`config.mk`:
```
export PLATFORM = sky130hd
export DESIGN_NAME = vc_input_port
export DESIGN_NICKNAME = d
export VERILOG_FILES = /design/src/rtl/vcp_pkg.sv /design/src/rtl/vcp_vc_buf.sv /design/src/rtl/vcp_out_arb.sv /design/src/rtl/vc_input_port.sv
export SDC_FILE = /design/constraint.sdc
export NUM_CORES = 1
export LEC_CHECK = 0
export BUFFER_PORTS_ARGS = -buffer_cell sky130_fd_sc_hd__buf_2
export CELL_PAD_IN_SITES_DETAIL_PLACEMENT = 0
export CELL_PAD_IN_SITES_GLOBAL_PLACEMENT = 2
export CORE_ASPECT_RATIO = 1.4
export CORE_MARGIN = 5
export CORE_UTILIZATION = 49
export DETAILED_ROUTE_END_ITERATION = 10
export PLACE_DENSITY_LB_ADDON = 0.1
export REMOVE_ABC_BUFFERS = 1
export SETUP_SLACK_MARGIN = 0.02
export SLEW_MARGIN = 5
export SYNTH_ARGS = -nofsm -noshare
export SYNTH_HDL_FRONTEND = slang
export SYNTH_SLANG_ARGS = --single-unit
```
`constraint.sdc`:
```
create_clock -name clk -period 11.19 [get_ports clk]
set_input_delay 1.6785 -clock clk [delete_from_list [all_inputs] [get_ports clk]]
set_output_delay 1.6785 -clock clk [all_outputs]
set_load 0.005 [all_outputs]
```
`src/rtl/vcp_pkg.sv`:
```
package vcp_pkg;
   typedef enum logic [1:0] {
      FLIT_BODY = 2'b00,
      FLIT_HEAD = 2'b01,
      FLIT_TAIL = 2'b10,
      FLIT_SOLO = 2'b11
   } flit_kind_e;
endpackage

```
`src/rtl/vcp_vc_buf.sv`:
```
module vcp_vc_buf #(
   parameter int DEPTH    = 4,
   parameter int DATA_W   = 32,
   parameter int OUT_W    = 2,
   parameter int DEST_LSB = 0
) (
   input  logic              clk,
   input  logic              rst_n,
   input  logic              push,
   input  logic [1:0]        push_kind,
   input  logic [DATA_W-1:0] push_data,
   input  logic              pop,
   output logic              front_vld,
   output logic [1:0]        front_kind,
   output logic [DATA_W-1:0] front_data,
   output logic [OUT_W-1:0]  req_route,
   output logic              full
);
   import vcp_pkg::*;
   localparam int AW = $clog2(DEPTH);
   localparam logic [AW:0] CNT_FULL = (AW+1)'(DEPTH);

   if (DEPTH < 2 || (DEPTH & (DEPTH - 1)) != 0) begin : g_bad_depth
      $error("vcp_vc_buf: DEPTH must be a power of two, at least 2");
   end
   if (DEST_LSB + OUT_W > DATA_W) begin : g_bad_dest
      $error("vcp_vc_buf: destination field exceeds payload");
   end

   logic [DATA_W+1:0] mem [DEPTH];
   logic [AW-1:0]     wr_ptr, rd_ptr;
   logic [AW:0]       count;
   logic              push_ok;
   logic [OUT_W-1:0]  route_q;
   logic              route_vld;

   assign full       = (count == CNT_FULL);
   assign push_ok    = push && !full;
   assign front_vld  = (count != '0);
   assign front_kind = mem[rd_ptr][DATA_W+1:DATA_W];
   assign front_data = mem[rd_ptr][DATA_W-1:0];
   assign req_route  = route_vld ? route_q : front_data[DEST_LSB +: OUT_W];

   always_ff @(posedge clk) begin
      if (push_ok) mem[wr_ptr] <= {push_kind, push_data};
   end

   always_ff @(posedge clk or negedge rst_n) begin
      if (!rst_n) begin
         wr_ptr <= '0;
         rd_ptr <= '0;
         count  <= '0;
      end else begin
         if (push_ok) wr_ptr <= wr_ptr + 1'b1;
         if (pop)     rd_ptr <= rd_ptr + 1'b1;
         case ({push_ok, pop})
            2'b10:   count <= count + 1'b1;
            2'b01:   count <= count - 1'b1;
            default: count <= count;
         endcase
      end
   end

   // route captured from a departing head, released by a departing tail
   always_ff @(posedge clk or negedge rst_n) begin
      if (!rst_n) begin
         route_q   <= '0;
         route_vld <= 1'b0;
      end else if (pop) begin
         if (front_kind == FLIT_HEAD) begin
            route_q   <= front_data[DEST_LSB +: OUT_W];
            route_vld <= 1'b1;
         end else if (front_kind == FLIT_TAIL) begin
            route_vld <= 1'b0;
         end
      end
   end

   p_pop_has_flit_r7: assert property (@(posedge clk) disable iff (!rst_n)
      pop |-> front_vld);
   p_no_overflow_r5: assert property (@(posedge clk) disable iff (!rst_n)
      (push && full) |=> (count == ($past(pop) ? $past(count) - 1'b1 : $past(count))));
   p_route_held_r3: assert property (@(posedge clk) disable iff (!rst_n)
      (route_vld && !pop) |=> (route_vld && $stable(route_q)));
endmodule

```
`src/rtl/vcp_out_arb.sv`:
```
module vcp_out_arb #(
   parameter int NUM_VC  = 4,
   parameter int PRIO_VC = 0
) (
   input  logic                clk,
   input  logic                rst_n,
   input  logic [NUM_VC-1:0]   req,
   input  logic [NUM_VC*2-1:0] kind_flat,
   input  logic                ready,
   output logic [NUM_VC-1:0]   gnt
);
   import vcp_pkg::*;
   localparam int IW = $clog2(NUM_VC);

   if (NUM_VC < 2 || (NUM_VC & (NUM_VC - 1)) != 0) begin : g_bad_vc
      $error("vcp_out_arb: NUM_VC must be a power of two, at least 2");
   end

   logic [NUM_VC-1:0] elig, prio_gnt, rr_gnt, free_gnt;
   logic [IW-1:0]     ptr, owner, gnt_idx;
   logic [1:0]        gnt_kind;
   logic              locked;

   assign elig = ready ? req : '0;

   if (PRIO_VC >= 0 && PRIO_VC < NUM_VC) begin : g_prio
      assign prio_gnt = elig[PRIO_VC] ? (NUM_VC'(1) << PRIO_VC) : '0;
      p_prio_wins_r9: assert property (@(posedge clk) disable iff (!rst_n)
         (!locked && elig[PRIO_VC]) |-> gnt[PRIO_VC]);
   end else begin : g_flat
      assign prio_gnt = '0;
   end

   always_comb begin
      logic [IW-1:0] idx;
      logic          found;
      rr_gnt = '0;
      found  = 1'b0;
      for (int k = 0; k < NUM_VC; k++) begin
         idx = ptr + IW'(k);
         if (!found && elig[idx]) begin
            rr_gnt[idx] = 1'b1;
            found       = 1'b1;
         end
      end
   end

   assign free_gnt = (prio_gnt != '0) ? prio_gnt : rr_gnt;
   assign gnt      = locked ? (elig & (NUM_VC'(1) << owner)) : free_gnt;

   always_comb begin
      gnt_idx  = '0;
      gnt_kind = FLIT_BODY;
      for (int v = 0; v < NUM_VC; v++) begin
         if (gnt[v]) begin
            gnt_idx  = IW'(v);
            gnt_kind = kind_flat[v*2 +: 2];
         end
      end
   end

   always_ff @(posedge clk or negedge rst_n) begin
      if (!rst_n) begin
         ptr    <= '0;
         owner  <= '0;
         locked <= 1'b0;
      end else if (gnt != '0) begin
         if (!locked) ptr <= gnt_idx + 1'b1;
         if (gnt_kind == FLIT_HEAD) begin
            locked <= 1'b1;
            owner  <= gnt_idx;
         end else if (gnt_kind == FLIT_TAIL) begin
            locked <= 1'b0;
         end
      end
   end

   p_onehot_gnt_r7: assert property (@(posedge clk) disable iff (!rst_n)
      $onehot0(gnt));
   p_gnt_needs_req_r7: assert property (@(posedge clk) disable iff (!rst_n)
      (gnt & ~req) == '0);
   p_gnt_needs_ready_r7: assert property (@(posedge clk) disable iff (!rst_n)
      !ready |-> (gnt == '0));
   p_lock_after_head_r10: assert property (@(posedge clk) disable iff (!rst_n)
      (gnt != '0 && gnt_kind == FLIT_HEAD) |=> (gnt & ~$past(gnt)) == '0);
endmodule

```
`src/rtl/vc_input_port.sv`:
```
module vc_input_port #(
   parameter int NUM_VC    = 4,
   parameter int DEPTH     = 4,
   parameter int PAYLOAD_W = 32,
   parameter int NUM_OUT   = 4,
   parameter int DEST_LSB  = 0,
   parameter int PRIO_VC   = 0
) (
   input  logic                                 clk,
   input  logic                                 rst_n,
   input  logic                                 in_valid,
   input  logic [1:0]                           in_kind,
   input  logic [$clog2(NUM_VC)-1:0]            in_vc,
   input  logic [PAYLOAD_W-1:0]                 in_payload,
   input  logic [NUM_OUT-1:0]                   out_ready,
   output logic [NUM_VC-1:0]                    vc_valid,
   output logic [NUM_VC*2-1:0]                  vc_kind,
   output logic [NUM_VC*PAYLOAD_W-1:0]          vc_payload,
   output logic [NUM_VC*$clog2(NUM_OUT)-1:0]    vc_route,
   output logic [NUM_OUT*NUM_VC-1:0]            out_gnt,
   output logic                                 err_full
);
   localparam int OUT_W = $clog2(NUM_OUT);

   if (NUM_OUT < 2 || (NUM_OUT & (NUM_OUT - 1)) != 0) begin : g_bad_out
      $error("vc_input_port: NUM_OUT must be a power of two, at least 2");
   end

   logic [NUM_VC-1:0] full, pop;

   assign err_full = in_valid && full[in_vc];

   for (genvar v = 0; v < NUM_VC; v++) begin : g_vc
      vcp_vc_buf #(
         .DEPTH(DEPTH), .DATA_W(PAYLOAD_W), .OUT_W(OUT_W), .DEST_LSB(DEST_LSB)
      ) i_buf (
         .clk        (clk),
         .rst_n      (rst_n),
         .push       (in_valid && (in_vc == v)),
         .push_kind  (in_kind),
         .push_data  (in_payload),
         .pop        (pop[v]),
         .front_vld  (vc_valid[v]),
         .front_kind (vc_kind[v*2 +: 2]),
         .front_data (vc_payload[v*PAYLOAD_W +: PAYLOAD_W]),
         .req_route  (vc_route[v*OUT_W +: OUT_W]),
         .full       (full[v])
      );
   end

   for (genvar o = 0; o < NUM_OUT; o++) begin : g_out
      logic [NUM_VC-1:0] req_o;
      for (genvar v = 0; v < NUM_VC; v++) begin : g_req
         assign req_o[v] = vc_valid[v] && (vc_route[v*OUT_W +: OUT_W] == o);
      end
      vcp_out_arb #(.NUM_VC(NUM_VC), .PRIO_VC(PRIO_VC)) i_arb (
         .clk       (clk),
         .rst_n     (rst_n),
         .req       (req_o),
         .kind_flat (vc_kind),
         .ready     (out_ready[o]),
         .gnt       (out_gnt[o*NUM_VC +: NUM_VC])
      );
   end

   always_comb begin
      pop = '0;
      for (int o = 0; o < NUM_OUT; o++) pop |= out_gnt[o*NUM_VC +: NUM_VC];
   end

   for (genvar v = 0; v < NUM_VC; v++) begin : g_chk
      logic [NUM_OUT-1:0] col;
      for (genvar o = 0; o < NUM_OUT; o++) begin : g_col
         assign col[o] = out_gnt[o*NUM_VC + v];
      end
      p_one_output_r7: assert property (@(posedge clk) disable iff (!rst_n)
         $onehot0(col));
   end

   p_err_means_full_r5: assert property (@(posedge clk) disable iff (!rst_n)
      err_full |-> (in_valid && (vc_valid[in_vc])));
endmodule

```
==> run summary, run 1 <==
FFs w/ async S/R, synth = 9.93%
RR Endpoint = g_vc[0].i_buf.count[2]
Leak Pwr = 10.5 nW
post-synthesis xor/xnor area fraction = 0.808%
Root Buffer = clkbuf_16
Ys Warns = 0
post-synthesis compound-gate area fraction = 7.46%
DR vias/cell = 5.90
number of global-route vias before repair = 15161
fin crit period = 6.39 ns
Max Cap Violations = 0
GRT overflow = 0
clock buffer depth = 3
GP Congestion = 0.894
Crit Path Class = reg2out
arrival time worst endpoint = 4.71 ns
Finished Layout Cells = 2487
simple-gate share of the synthesized area = 5.02%
Die ar. = 57900 um^2
Setup crit end kind = primary output
Mapped Cells = 1479
WL/cell = 28.0 um
TritonRoute pass-1 iters = 7
post-cts hold buffer count = 0
Max rail drop VDD = 0.192 mV
RSZ-0062 raised after global routing = no
Site Rows = 100
Final #Nets = 1823
Final Setup Violations = 0
core area = 52900 um^2
Synth Flop Type = edfxtp_1
IO buf count = 207
combinational share of power = 40.9%
Die Ht = 283 um
CP startpoint kind = register
Slew Limit Fails = 0
HPWL after DPL = 45.2 mm
count of different cell masters after synthesis = 95
Post-Synth Adder-Cell Area = 2.81%
mux cell area share after synthesis = 13.1%
Placement Setup Slack = 5.36 ns
Post-route DRC = 0
final worst setup slack = 4.80 ns
Syn Std Cell Area = 26000 um^2
worst flop-to-flop path startpoint = g_vc[2].i_buf.rd_ptr[1]
CTS resizes = 0
cell area power density = 274 nW/um^2
Seq/Total Area, Yosys = 68.6%
area occupied by multi-input gates = 7610 um^2
Largest stage delay, worst path = 0.62 ns
Hold Vio Cnt, Final = 0
Fin Setup TNS = 0 ns
first-pass GRT wire length = 102 mm
P_int = 5.13 mW
FF-to-FF setup slack = 5.84 ns
hold path start = g_vc[0].i_buf.route_q[0]
Psw = 3.05 mW
clock-pin slew on the worst setup and hold paths = 0.06 ns
top cells by area, synth = edfxtp_1 63%, mux4_2 11%, dfrtp_1 5.8%
Worst Path Required = 9.51 ns
total track usage = 24.0%
H-tree Lvls = 2
Layout area overhead = 14.7%
Final Skew = 0.0570 ns
Initial Util = 49.2%
DRT iter0 DRCs = 892
Synth top area share = 62.8%
Clk pwr share = 23.7%
last element of the critical path = out_gnt[3]
cells along the critical path = buf_4 -> mux2_2 -> o22ai_2 -> o221ai_1 -> or3_1 -> a2111oi_2 -> o21ai_0 -> a41oi_1 -> nor2_1 -> inv_2 -> buf_2
Peak Freq = 157 MHz
Worst Hold Class = reg2reg
fillers = 4163
# Post-CTS Setup Buffers = 0
number of flops mapped to enable cells by yosys = 544
Switching Share = 37.3%
Flop pwr share = 35.4%
Critical Path Start = g_vc[2].i_buf.rd_ptr[1]
initial antenna violation count = 3
syn_area_per_cell = 17.6 um^2
largest net degree at the start of global routing = 61
FF-to-FF path depth = 16
CTS Buf Count = 57
Die Wd = 205 um
main combinational cell family by area after synthesis = multiplexers
status = finished, final reports clean
CP Max Fanout = 38
Clock Latency Late Sink = 0.64 ns
cell taking the most area after synthesis = edfxtp_1
CTS tree = done
Critical-path top delay cell = a2111oi_2
register area = 17800 um^2
Max-slew headroom = 25.5%
# IOs = 208
clock tree sinks = 604
layout cells sized above 1 = 31.4%
Tightest Pin Transition = 1.12 ns
Routed Antenna Nets = 0
via count = 14669
WL final = 69.7 mm
Cell Count Post-Placement = 2379
number of synthesized register bits = 604
period utilisation layout = 57.1%
cells in the mapped netlist, drive strengths merged (11+ instances only):
cell type and instances:
a211oi 13, inv 94, o21ai 46, a21oi 32, mux2 24, nand2 55
o41ai 11, clkbuf 23, xor2 12, and2 31, nand4 14, nor3 27
o211ai 16, xnor2 12, ha 52, mux4 127, mux2i 25, buf 27
nor2 36, nand3 28, edfxtp 544, dfrtp 60
registers in the layout (all words and copies together) (netlist names):
name and count:
g_vc.i_buf.route_vld 4, g_vc.i_buf.rd_ptr 8, g_vc.i_buf.route_q 8, g_vc.i_buf.wr_ptr 8, g_out.i_arb.locked 4, g_out.i_arb.ptr 8
g_vc.i_buf.count 12, g_vc.i_buf.mem 544, g_out.i_arb.owner 8
per-layer routing:
layer | global-route usage, % | up-vias | wire length [um]
met5 | 0 | - | 40
met4 | 8.59 | 4 | 2690
met3 | 5.19 | 115 | 4260
met2 | 43.1 | 463 | 36800
met1 | 28.8 | 7645 | 25900
li1 | - | 6442 | -
metrics by stage:
stage	hold slack [ns]	power (mW)	area (um^2)	utilization (%)
floorplan	0.483	4.96	25800	-
global placement	0.508	6.33	28000	52.8
detailed placement	0.517	6.34	28000	52.8
CTS	0.528	8.29	29800	56.4
global route	0.545	8.63	29800	56.4
finish	0.527	8.19	29800	56.4
power by group through the flow:
stage | clock network [mW] | logic (mW) | registers (mW)
after global routing | 2.08 | 3.63 | 2.93
after CTS | 1.98 | 3.40 | 2.91
after detailed placement | 0 | 3.39 | 2.95
after global placement | 0 | 3.39 | 2.95
final | 1.94 | 3.34 | 2.90
after floorplan | 0 | 1.94 | 3.01
kinds of logic (layout without fill, tap and decap cells):
logic type | Yosys count | after routing
adder cells (fa/ha/maj) | 56 | 56
AO/OA/AOI/OAI | 233 | 233
AND/OR/NAND/NOR | 242 | 242
buffers and inverters | 144 | 437
flip-flops | 604 | 604
XOR/XNOR | 24 | 24
other | 0 | 1
multiplexers | 176 | 176
final cells by class:
class	count	area share, %
Sequential cell	604	59.8
Multi-Input combinational cell	731	25.5
Clock buffer	69	5.00
Timing Repair Buffer	236	4.20
Tap cell	714	2.99
Clock inverter	38	1.33
Inverter	94	1.18
Antenna cell	1	0.00838
worst max-delay path: cells and delay by family, from the launching register on:
family,cells,cell delay (ns)
flops,1,0.33
buf+inv,3,0.90
simple gates,2,0.64
compound gates,5,1.79
mux,1,0.45
worst min-delay path by stage:
stage / end / slack, ns / cells after the start
global route: g_vc[3].i_buf.count[2] / 0.54 / 1
finish: g_vc[0].i_buf.route_q[0] / 0.53 / 1
CTS: g_vc[3].i_buf.count[2] / 0.53 / 1
detailed placement: g_vc[3].i_buf.count[2] / 0.52 / 1
global placement: g_vc[1].i_buf.route_q[0] / 0.51 / 1
floorplan: g_vc[3].i_buf.count[2] / 0.48 / 1
placed cells by master (no fill, tap or decap), types with 16 or more instances in the layout:
cell       count
edfxtp_1     544
buf_2        207
mux4_2       127
inv_1         85
clkbuf_16     58
nand2_1       54
ha_1          52
dfrtp_1       52
o21ai_0       40
nor2_1        35
a21oi_1       32
buf_4         29
nand3_1       28
mux2i_1       25
nor3_1        22
mux2_2        16
o211ai_1      16
and2_2        16
Power figures use the tool's default switching activity.
==> run 2: changes to the inputs <==
--- a/config.mk
+++ b/config.mk
@@ -10,7 +10,7 @@
 export CELL_PAD_IN_SITES_GLOBAL_PLACEMENT = 2
 export CORE_ASPECT_RATIO = 1.4
 export CORE_MARGIN = 5
-export CORE_UTILIZATION = 49
+export CORE_UTILIZATION = 41
 export DETAILED_ROUTE_END_ITERATION = 10
 export PLACE_DENSITY_LB_ADDON = 0.1
 export REMOVE_ABC_BUFFERS = 1
==> constraint.sdc (replaced) <==
create_clock -name clk -period 5.3 [get_ports clk]
set_input_delay 0.795 -clock clk [delete_from_list [all_inputs] [get_ports clk]]
set_output_delay 0.795 -clock clk [all_outputs]
set_load 0.005 [all_outputs]
==> run 2 against run 1 <==
Final cell count rose by 5.1%. Sequential share of layout area down 0.43 points. Setup slack got worse by 4.5 ns. Critical path type unchanged. Via count fell by 0.66%. First-iteration DRC count increased by 16%. Clock power rose by 110%. Sequential power increased by 110%. Largest power group unchanged. Non-clock buffer count grew 10. Final area is 0.75% higher. Worst hold slack got worse by 0.13 ns. Register-to-register slack worse by 5.3 ns. Highest routed layer unchanged. Power is 110% higher.
==> run summary, run 2 (synthesized netlist as in run 1, its figures left out) <==
Hold Vio Cnt, Final = 0
HPWL after DPL = 49.7 mm
Initial Util = 41.3%
first-pass GRT wire length = 105 mm
Max Cap Violations = 0
DRT iter0 DRCs = 1038
Post-route DRC = 0
Worst Hold Class = in2async
Final Instance Area = 30100 um^2
# IOs = 208
layout cells sized above 1 = 31.8%
Placement Setup Slack = 0.465 ns
Routed Antenna Nets = 0
Final Setup Violations = 0
via count = 14572
Slew Limit Fails = 0
Setup crit end kind = primary output
clock-pin slew on the worst setup and hold paths = 0.06 ns
Die ar. = 68700 um^2
Site Rows = 109
Tightest Pin Transition = 1.11 ns
fillers = 5442
max reg flops = 544
worst flop-to-flop path startpoint = g_vc[3].i_buf.rd_ptr[1]
status = finished, final reports clean
Die Ht = 308 um
WL/cell = 27.7 um
Top reg by flops = g_vc.i_buf.mem
Crit Path Class = reg2out
Critical Path Start = g_vc[3].i_buf.rd_ptr[1]
Buf/Inv on CP = 2
Placed Area = 28200 um^2
cells along the critical path = mux2_2 -> o22ai_2 -> o221ai_1 -> mux2i_1 -> a211oi_1 -> o2111ai_1 -> nand4_1 -> nor2_1 -> inv_2 -> buf_2
largest net degree at the start of global routing = 61
Max rail drop VDD = 0.351 mV
Fin Setup TNS = 0 ns
Die Wd = 223 um
Cell Count Post-Placement = 2507
WL final = 72.4 mm
total track usage = 20.7%
final worst setup slack = 0.318 ns
GRT overflow = 0
DR vias/cell = 5.58
clock tree sinks = 604
core area = 63000 um^2
Final #Nets = 1832
CTS Buf Count = 56
Clock Latency Late Sink = 0.61 ns
clock buffer depth = 3
CP Max Fanout = 15
fin crit period = 4.98 ns
Max-slew headroom = 25.8%
Critical-path top delay cell = dfrtp_2
Peak Freq = 201 MHz
period utilisation layout = 94.0%
Leak Pwr = 10.6 nW
Finished Layout Cells = 2613
Layout area overhead = 15.6%
number of global-route vias before repair = 15426
arrival time worst endpoint = 4.19 ns
most frequent cells in the layout = 544 x edfxtp_1, 207 x buf_2, 127 x mux4_2, 85 x inv_1, 57 x clkbuf_16
CP top delay family = compound AO/OA/AOI/OAI gates
Largest stage delay, worst path = 0.67 ns
TritonRoute pass-1 iters = 5
Root Buffer = clkbuf_16
WHS = 0.401 ns
top flop regs = g_vc.i_buf.mem x544, g_vc.i_buf.count x12
CP startpoint kind = register
initial antenna violation count = 4
H-tree Lvls = 2
GP Congestion = 0.843
CTS tree = done
RSZ-0062 raised after global routing = no
IO buf count = 207
cell area power density = 580 nW/um^2
Final Skew = 0.0118 ns
Worst Path Required = 4.51 ns
most common cell after layout, fill and taps aside = edfxtp_1
## run 2: changes by cell type in the layout (fill, tap and decap cells not counted), moves of 2 or more
cell | before | now
buf_4 | 29 | 39
clkinv_1 | 12 | 8
clkbuf_8 | 0 | 3
clkinv_2 | 12 | 9
clkinv_16 | 2 | 0
dfrtp_2 | 7 | 5
dfrtp_4 | 1 | 3
diode_2 | 1 | 3
inv_16 | 0 | 2
## run 2: power breakdown
part	switching, mW	internal (mW)
Clock	1.79	2.32
Sequential	0.375	5.68
Combinational	4.36	2.92
Total	6.53	10.9
## run 2: what timing repair did
item	4_1_cts	5_1_grt
setup endpoints to repair	0	2
hold buffers	0	0
resized for setup	0	2
buffers inserted	0	0
## run 2: worst paths after layout
| check | end | slack (ns) | cells past startpoint |
|---|---|---|---|
| min | g_vc[3].i_buf.count[2] | 0.40 | 2 |
| min in group clk | g_vc[3].i_buf.count[2] | 0.52 | 1 |
| max in group asynchronous | g_vc[0].i_buf.rd_ptr[0] | 4.17 | 2 |
| max reg2reg | g_vc[0].i_buf.count[2] | 0.53 | 15 |
| min reg2reg | g_vc[3].i_buf.count[2] | 0.52 | 1 |
| max | out_gnt[2] | 0.32 | 10 |
## run 2: worst register-to-register path, stage by stage, from the launching register on
cell,delay [ns]
dfrtp_2,0.67
mux2_2,0.44
o22ai_2,0.28
o221ai_1,0.41
or3_1,0.43
a21oi_1,0.34
o21ai_0,0.21
a32oi_4,0.49
nor4_1,0.16
nand2_1,0.20
ha_1,0.21
inv_1,0.06
fa_1,0.38
xor2_1,0.15
nor2_1,0.10
xor2_1,0.16
## run 2: layer usage
layer	GRT usage [%]	routed length, um	share of wire [%]	up-vias
met1	24.2	27600	38	7638
met3	5.05	4140	5.7	115
met4	6.39	2400	3.3	2
met2	37.8	38200	53	357
li1	-	-	-	6460
met5	0	19	0.026	-
## run 2: final cells by class
type	count	area (um^2)	share of cell area [%]
Inverter	94	353	1.17
Tap cell	832	1040	3.46
Antenna cell	3	7.51	0.0250
Sequential cell	604	17900	59.4
Clock buffer	72	1510	5.03
Multi-Input combinational cell	731	7630	25.4
Clock inverter	31	349	1.16
Timing Repair Buffer	246	1330	4.42
## run 2: through the flow
| step | power (mW) | utilization, % |
|---|---|---|
| after global placement | 13.5 | 44.7 |
| after detailed placement | 13.5 | 44.7 |
| after floorplan | 10.5 | - |
| after global routing | 18.4 | 47.7 |
| final | 17.5 | 47.7 |
| after CTS | 17.7 | 47.7 |
==> run 3: changes to the inputs <==
--- a/config.mk
+++ b/config.mk
@@ -10,11 +10,12 @@
 export CELL_PAD_IN_SITES_GLOBAL_PLACEMENT = 2
 export CORE_ASPECT_RATIO = 1.4
 export CORE_MARGIN = 5
-export CORE_UTILIZATION = 41
+export CORE_UTILIZATION = 49
 export DETAILED_ROUTE_END_ITERATION = 10
 export PLACE_DENSITY_LB_ADDON = 0.1
 export REMOVE_ABC_BUFFERS = 1
 export SETUP_SLACK_MARGIN = 0.02
+export SKIP_CTS_REPAIR_TIMING = 1
 export SLEW_MARGIN = 5
 export SYNTH_ARGS = -nofsm -noshare
 export SYNTH_HDL_FRONTEND = slang
==> constraint.sdc (replaced) <==
create_clock -name clk -period 6.45 [get_ports clk]
set_input_delay 0.9675 -clock clk [delete_from_list [all_inputs] [get_ports clk]]
set_output_delay 0.9675 -clock clk [all_outputs]
set_load 0.005 [all_outputs]
==> run 3 against run 2 <==
Core utilization increased by 8.8 points. Flip-flop and latch count unchanged. Clock power down 16%.
==> run summary, run 3 (synthesized netlist as in run 1, its figures left out) <==
H-tree Lvls = 2
arrival time worst endpoint = 4.45 ns
Final #Nets = 1820
HPWL after DPL = 45.5 mm
first-pass GRT wire length = 102 mm
Layout area overhead = 14.9%
CP startpoint kind = register
WL/cell = 27.8 um
Final Setup Violations = 0
CTS tree = done
total power draw = 14.2 mW
via count = 14673
RSZ-0062 raised after global routing = no
clock tree sinks = 604
Top reg by flops = g_vc.i_buf.mem
status = finished, final reports clean
Final Util = 56.5%
Flop pwr share = 35.6%
core area = 52900 um^2
Die Ht = 283 um
Hold Vio Cnt, Final = 0
Max-slew headroom = 19.4%
diode count = 0
period utilisation layout = 84.0%
Worst Hold Class = reg2reg
Routed Antenna Nets = 0
WL final = 69.1 mm
DRT iter0 DRCs = 1013
cell area power density = 476 nW/um^2
CP Max Fanout = 20
hold path start = g_vc[2].i_buf.count[0]
cells along the critical path = mux2_2 -> o22a_1 -> nand2_1 -> inv_2 -> nand2_1 -> o221ai_1 -> a2111oi_0 -> a311o_1 -> nor3_4 -> inv_2 -> buf_2
P_int = 8.99 mW
Worst Path Required = 5.48 ns
Final Skew = 0.0455 ns
fillers = 4142
TritonRoute pass-1 iters = 6
Die Wd = 205 um
DR vias/cell = 5.91
Switching Share = 36.9%
Setup crit end kind = primary output
Hold Path Sink = g_vc[2].i_buf.count[0]
IO buf count = 207
Max Cap Violations = 0
initial antenna violation count = 2
combinational share of power = 40.2%
GRT overflow = 0
Crit Path Class = reg2out
Die ar. = 57900 um^2
CTS Buf Count = 57
Critical-path top delay cell = dfrtp_2
GP Congestion = 0.888
RR Endpoint = g_vc[0].i_buf.count[2]
Largest stage delay, worst path = 0.79 ns
Site Rows = 100
Clock Latency Late Sink = 0.62 ns
Peak Freq = 184 MHz
FF-to-FF setup slack = 1.54 ns
Tightest Pin Transition = 1.21 ns
layout cells sized above 1 = 31.4%
most frequent cells in the layout = 544 x edfxtp_1, 207 x buf_2, 127 x mux4_2, 85 x inv_1, 58 x clkbuf_16
top flop regs = g_vc.i_buf.mem x544, g_vc.i_buf.count x12
number of global-route vias before repair = 15426
Max rail drop VDD = 0.341 mV
Hold Path Depth = 1
Fin Setup TNS = 0 ns
most common cell after layout, fill and taps aside = edfxtp_1
fin crit period = 5.42 ns
total track usage = 24.1%
max reg flops = 544
Initial Util = 49.2%
# IOs = 208
Post-route DRC = 0
largest net degree at the start of global routing = 61
Leak Pwr = 10.5 nW
FF-to-FF path depth = 15
Clk pwr share = 24.2%
clock-pin slew on the worst setup and hold paths = 0.07 ns
Slew Limit Fails = 0
worst flop-to-flop path startpoint = g_vc[2].i_buf.rd_ptr[1]
clock buffer depth = 3
Root Buffer = clkbuf_16
Psw = 5.25 mW
[run 3: per-layer routing]
metal	vias up	part of all wire [%]	GRT usage, %
li1	6438	-	-
met1	7709	37	28.4
met2	420	54	43.7
met3	102	6.0	5.13
met4	4	3.7	8.51
met5	-	0.039	0
[run 3: stage by stage]
stage | worst slack [ns] | std cells | hold WS (ns) | cell area [um^2]
2_1_floorplan | 1.21 | 1429 | 0.483 | 25800
3_3_place_gp | 1.57 | 2376 | 0.514 | 27900
3_5_place_dp | 1.49 | 2376 | 0.512 | 27900
4_1_cts | 1.00 | 2484 | 0.527 | 29900
5_1_grt | 0.797 | 2484 | 0.547 | 29900
6_report | 1.03 | 2484 | 0.521 | 29900
[run 3: final cells by class]
cell class / count / area [um^2] / area share, %
multi-input cells: 731 / 7610 / 25.5
inverters: 94 / 353 / 1.18
repair buffers: 233 / 1230 / 4.12
well taps: 714 / 893 / 2.99
flip-flops and latches: 604 / 17800 / 59.7
clock buffers: 70 / 1500 / 5.00
clock inverters: 38 / 465 / 1.56
[run 3: worst max path at each step]
stage | endpoint | start | slack (ns) | cells after the start
3_5_place_dp | g_vc[0].i_buf.count[2] | g_vc[2].i_buf.rd_ptr[1] | 1.49 | 15
4_1_cts | out_gnt[14] | g_vc[1].i_buf.rd_ptr[1] | 1.00 | 11
2_1_floorplan | g_out[0].i_arb.locked | g_vc[2].i_buf.rd_ptr[0] | 1.21 | 13
6_report | out_gnt[14] | g_vc[1].i_buf.rd_ptr[1] | 1.03 | 11
3_3_place_gp | g_vc[0].i_buf.count[2] | g_vc[2].i_buf.rd_ptr[1] | 1.57 | 15
5_1_grt | out_gnt[14] | g_vc[1].i_buf.rd_ptr[1] | 0.80 | 11
[run 3: power by group through the flow]
| stage | combinational, mW | sequential [mW] | clock (mW) |
|---|---|---|---|
| detailed placement | 5.77 | 5.17 | 0 |
| finish | 5.72 | 5.08 | 3.45 |
| floorplan | 3.37 | 5.23 | 0 |
| global placement | 5.78 | 5.16 | 0 |
| CTS | 5.81 | 5.09 | 3.53 |
| global route | 6.21 | 5.13 | 3.71 |
[run 3: worst max-delay path: cells and delay by family, from the launching register on]
family                 cells  cell delay [ns]
AOI/OAI and AO/OA          4             1.32
buffers and inverters      3             0.66
DFF                        1             0.79
muxes                      1             0.31
and+or+nand+nor            3             0.77
